[src/rtl/dma_halt_arbiter.sv]
module dma_halt_arbiter #(
  parameter int AW = 16,
  parameter int DW = 8,
  parameter int IW = 8,
  parameter logic [AW-1:0] TRIG_ADDR = 16'h4020,
  parameter logic [AW-1:0] SPR_DST   = 16'h2010
) (
  input  logic          clk,
  input  logic          rst,
  input  logic          cpu_rw,
  input  logic [AW-1:0] cpu_addr,
  input  logic [DW-1:0] cpu_wdata,
  output logic          cpu_rdy,
  input  logic          smp_req,
  input  logic [AW-1:0] smp_addr,
  output logic          smp_valid,
  output logic [DW-1:0] smp_data,
  output logic [AW-1:0] bus_addr,
  output logic          bus_we,
  output logic [DW-1:0] bus_wdata,
  input  logic [DW-1:0] bus_rdata
);
  localparam int PW = AW - IW;

  typedef enum logic [1:0] {ST_IDLE, ST_GAP, ST_ALIGN, ST_COPY} st_t;

  st_t           st;
  logic          beat;
  logic          smp_pend, spr_pend, spr_have, smp_v;
  logic [AW-1:0] smp_a;
  logic [PW-1:0] page;
  logic [IW-1:0] idx;
  logic [DW-1:0] spr_byte, smp_q;

  wire go        = (st == ST_IDLE) && (smp_pend || spr_pend) && cpu_rw;
  wire get       = !beat;
  wire smp_fetch = get && smp_pend && (st == ST_ALIGN || st == ST_COPY);
  wire spr_rd    = (st == ST_COPY) && get && !smp_pend && !spr_have;
  wire spr_wr    = (st == ST_COPY) && !get && spr_have;
  wire last_wr   = spr_wr && (&idx);

  assign cpu_rdy   = (st == ST_IDLE) && !go;
  wire   trig      = cpu_rdy && !cpu_rw && (cpu_addr == TRIG_ADDR);
  assign bus_addr  = smp_fetch ? smp_a : spr_rd ? {page, idx} : spr_wr ? SPR_DST : cpu_addr;
  assign bus_we    = spr_wr || (cpu_rdy && !cpu_rw);
  assign bus_wdata = spr_wr ? spr_byte : cpu_wdata;
  assign smp_valid = smp_v;
  assign smp_data  = smp_q;

  always_ff @(posedge clk) begin
    if (rst) begin
      st       <= ST_IDLE;
      beat     <= 1'b0;
      smp_pend <= 1'b0;
      spr_pend <= 1'b0;
      spr_have <= 1'b0;
      smp_v    <= 1'b0;
      smp_a    <= '0;
      page     <= '0;
      idx      <= '0;
      spr_byte <= '0;
      smp_q    <= '0;
    end else begin
      beat  <= !beat;
      smp_v <= smp_fetch;
      if (smp_fetch) smp_q <= bus_rdata;

      if (smp_req && (!smp_pend || smp_fetch)) begin
        smp_pend <= 1'b1;
        smp_a    <= smp_addr;
      end else if (smp_fetch) begin
        smp_pend <= 1'b0;
      end

      if (trig) begin
        spr_pend <= 1'b1;
        page     <= PW'(cpu_wdata);
      end

      case (st)
        ST_IDLE: if (go) begin
          idx      <= '0;
          spr_have <= 1'b0;
          if (spr_pend) begin
            st       <= ST_COPY;
            spr_pend <= 1'b0;
          end else begin
            st <= ST_GAP;
          end
        end
        ST_GAP:   st <= ST_ALIGN;
        ST_ALIGN: if (smp_fetch) st <= ST_IDLE;
        ST_COPY: begin
          if (spr_rd) begin
            spr_byte <= bus_rdata;
            spr_have <= 1'b1;
          end
          if (spr_wr) begin
            spr_have <= 1'b0;
            idx      <= idx + 1'b1;
            if (&idx) st <= ST_IDLE;
          end
        end
        default: st <= ST_IDLE;
      endcase
    end
  end


  halt_on_read_chk: assert property (@(posedge clk) disable iff (rst)
    $fell(cpu_rdy) |-> cpu_rw);


  smp_get_slot_chk: assert property (@(posedge clk) disable iff (rst)
    smp_valid |-> ($past(beat) == 1'b0 && $past(bus_addr) == $past(smp_a) && !$past(bus_we)));


  cpu_write_pass_chk: assert property (@(posedge clk) disable iff (rst)
    (cpu_rdy && !cpu_rw) |-> (bus_we && bus_addr == cpu_addr && bus_wdata == cpu_wdata));


  copy_put_slot_chk: assert property (@(posedge clk) disable iff (rst)
    (bus_we && !cpu_rdy) |-> (beat && bus_addr == SPR_DST));


  release_after_last_chk: assert property (@(posedge clk) disable iff (rst)
    $past(last_wr) |-> (st == ST_IDLE));

endmodule

[config.mk]
export PLATFORM = sky130hd
export DESIGN_NAME = dma_halt_arbiter
export DESIGN_NICKNAME = d
export VERILOG_FILES = /design/src/rtl/dma_halt_arbiter.sv
export SDC_FILE = /design/constraint.sdc
export NUM_CORES = 1
export LEC_CHECK = 0
export BUFFER_PORTS_ARGS = -buffer_cell sky130_fd_sc_hd__buf_2
export CELL_PAD_IN_SITES_DETAIL_PLACEMENT = 2
export CELL_PAD_IN_SITES_GLOBAL_PLACEMENT = 2
export CORE_UTILIZATION = 29
export DETAILED_ROUTE_END_ITERATION = 7
export PLACE_DENSITY = 0.95
export RECOVER_POWER = 100
export REMOVE_ABC_BUFFERS = 1
export SLEW_MARGIN = 40
export SYNTH_ARGS = -nofsm -noshare
export SYNTH_HDL_FRONTEND = slang
export SYNTH_SLANG_ARGS = --single-unit
[constraint.sdc]
create_clock -name clk -period 4.68 [get_ports clk]
set_input_delay 0.936 -clock clk [delete_from_list [all_inputs] [get_ports clk]]
set_output_delay 0.936 -clock clk [all_outputs]
set_load 0.01 [all_outputs]
==> run summary <==
Slew @ Worst Pin - 2.34 ns
area share of fa/ha/maj cells after synthesis - 0.477%
PostCTS Resize Cnt - 0
Finished Cell Area - 3150 µm²
Post-DP HPWL - 7290 µm
Synth cell types - 41
setup_tns - 0 ns
skew final - 0.00991 ns
clk sinks - 55
VDD IR max - 0.115 mV
Hold EP - spr_byte[7]
RSZ-0062 raised after global routing - no
final setup fails - 0
routability cong. - 0.891
Buffers on Ports - 86
Placement Cell Area - 3100 µm²
leakage - 1.23 nW
outcome - complete, but fails checks
vias - 2870
antenna viol nets, final - 0
startpoint types - flop
multiplexer share of the synthesized area - 1.62%
Final Hold Vio Count - 0
reg-to-reg startpoint - st[1]
RR Endpoint - smp_a[10]
vias in the first global route - 3141
commonest non-fill, non-tap cell in the layout - nand2_1
sequential share of the synthesized area - 42.0%
CTS tree - built
Final Max Slew Viols - 53
vias per cell - 5.27
drt initial violations - 58
pwr dens - 278 nW/µm²
Initial Utilization - 30.1%
fmax - 283 MHz
fin crit share - 75.5%
Final min period - 3.53 ns
clock latency on the worst-skew pair - 0.32 ns
drt drc - 0
Die Y - 97.1 µm
Synth async-reset ratio - 0%
# hold bufs at CTS - 0
DRT Pass-1 Iters - 4
most frequent cells in the layout - nand2_1, dfxtp_1, a21oi_1, buf_2, clkbuf_1
diode count - 0
Post-synth EDFFs - 0
WL final - 9320 µm
failing checks - max-capacitance violations, max-slew violations
critical path capture point type - primary output
largest family of logic cells by synthesized area - simple AND/OR/NAND/NOR gates
clk buf depth - 2
proportion of layout cells with a drive suffix above 1 - 16.5%
simple-gate portion of the synthesized area - 31.4%
CORE AREA - 8720 µm²
Cell Area, Synth - 2620 µm²
dominant synthesized flop cell - dfxtp_1
critical path required time - 3.74 ns
initial antenna violation count - 0
critical path class - reg -> out
r2r setup slk - 2.26 ns
Hold Startpoint - spr_byte[7]
CP max FO - 24
relative slew slack - -55.9%
postcts setup bufs - 0
first-pass GRT wire length - 15400 µm
critical path arrival - 2.60 ns
Worst Setup SP - st[1]
Hold Crit Depth - 2
Synth Area per Inst - 7.15 µm²
I/O pins - 87
CTS buffer count - 5
HP Class - reg -> reg
Clock transition at path regs - 0.10 ns
Max Cap Violations - 1
synthesized netlist cell count - 367
H-tree depth - 2
fin nets - 489
area added between synthesis and finish - 19.9%
Routed wire per std cell - 17.1 µm
XOR/XNOR share of the synthesized area - 0.334%
largest net degree at the start of global routing - 53
grt ovf - 0
Die X - 97.1 µm
Yosys Warn Count - 0
#FFs+latches synth - 55
Root Driver - clkbuf_8
number of cell rows - 34
total routing usage reported by global routing - 20.2%
complex-gate fraction of the synthesized area - 18.8%
Worst R2R Path Depth - 5
Die ar. - 9430 µm²
-- where the power goes --
group | leakage (nW) | internal [mW] | switching (mW)
clock network | 0.0443 | 0.108 | 0.173
logic | 0.740 | 0.0408 | 0.0646
registers | 0.446 | 0.479 | 0.0102
total | 1.23 | 0.627 | 0.248
-- layout make-up --
type / instances / area (µm²)
flip-flops and latches: 55 / 1100
well taps: 108 / 135
clock buffers: 5 / 68.8
clock inverters: 3 / 25.0
fillers: 1058 / 5580
multi-input cells: 281 / 1390
repair buffers: 90 / 413
inverters: 3 / 11.3
-- how the worst max path moves through the flow --
| stage | cells after the start | endpoint |
|---|---|---|
| 2_1_floorplan | 4 | bus_addr[13] |
| 3_3_place_gp | 5 | bus_addr[6] |
| 3_5_place_dp | 5 | bus_addr[6] |
| 4_1_cts | 5 | bus_addr[6] |
| 5_1_grt | 5 | bus_addr[6] |
| 6_report | 5 | bus_addr[2] |
-- synthesized netlist by cell type (3+ instances only) --
library cell | n | area, µm²
clkbuf_1 | 15 | 56.3
or2_2 | 3 | 18.8
nand3_1 | 23 | 115
or3_1 | 4 | 25.0
nand2_1 | 111 | 417
nand4_1 | 3 | 18.8
buf_2 | 10 | 50.1
nor2_1 | 26 | 97.6
dfxtp_1 | 55 | 1100
nor4_1 | 3 | 18.8
a21oi_1 | 51 | 255
nor3_1 | 4 | 20.0
inv_1 | 3 | 11.3
o21ai_0 | 12 | 60.1
a31oi_1 | 12 | 75.1
-- registers in the layout, indices dropped and copies added (netlist names) --
signal,flops
spr_byte,8
page,8
smp_valid,1
idx,8
smp_data,8
beat,1
smp_pend,1
smp_a,16
st,2
spr_pend,1
spr_have,1
-- critical path, cell delays in order (launching register included) --
cell and delay [ns]:
dfxtp_1 0.57, nand2_1 0.20, or4_2 0.89, mux2i_1 0.20
mux2_2 0.28, clkbuf_1 0.12
-- through the flow --
stage	total power [mW]	std cells	hold slack (ns)	util, %	worst slack, ns
after floorplan	0.544	339	0.428	-	1.75
after global placement	0.604	535	0.442	35.4	1.63
after detailed placement	0.610	537	0.453	35.6	1.48
after CTS	0.892	545	0.470	36.6	1.12
after global routing	0.908	545	0.489	36.1	1.05
final	0.875	545	0.464	36.1	1.15
-- kinds of logic after synthesis --
family	count (synthesis)
and+or+nand+nor	188
muxes	4
AOI/OAI and AO/OA	87
buffers and inverters	31
xor gates and xnor gates	1
adders and majority gates	1
DFF	55
-- routing by layer --
metal	GRT usage (%)	wire length, µm	up-vias
met1	23.9	4030	1407
met5	0	0	-
li1	-	-	1387
met3	3.60	437	9
met4	3.90	86	0
met2	37.9	4770	67
(Power assumes the default switching activity.)
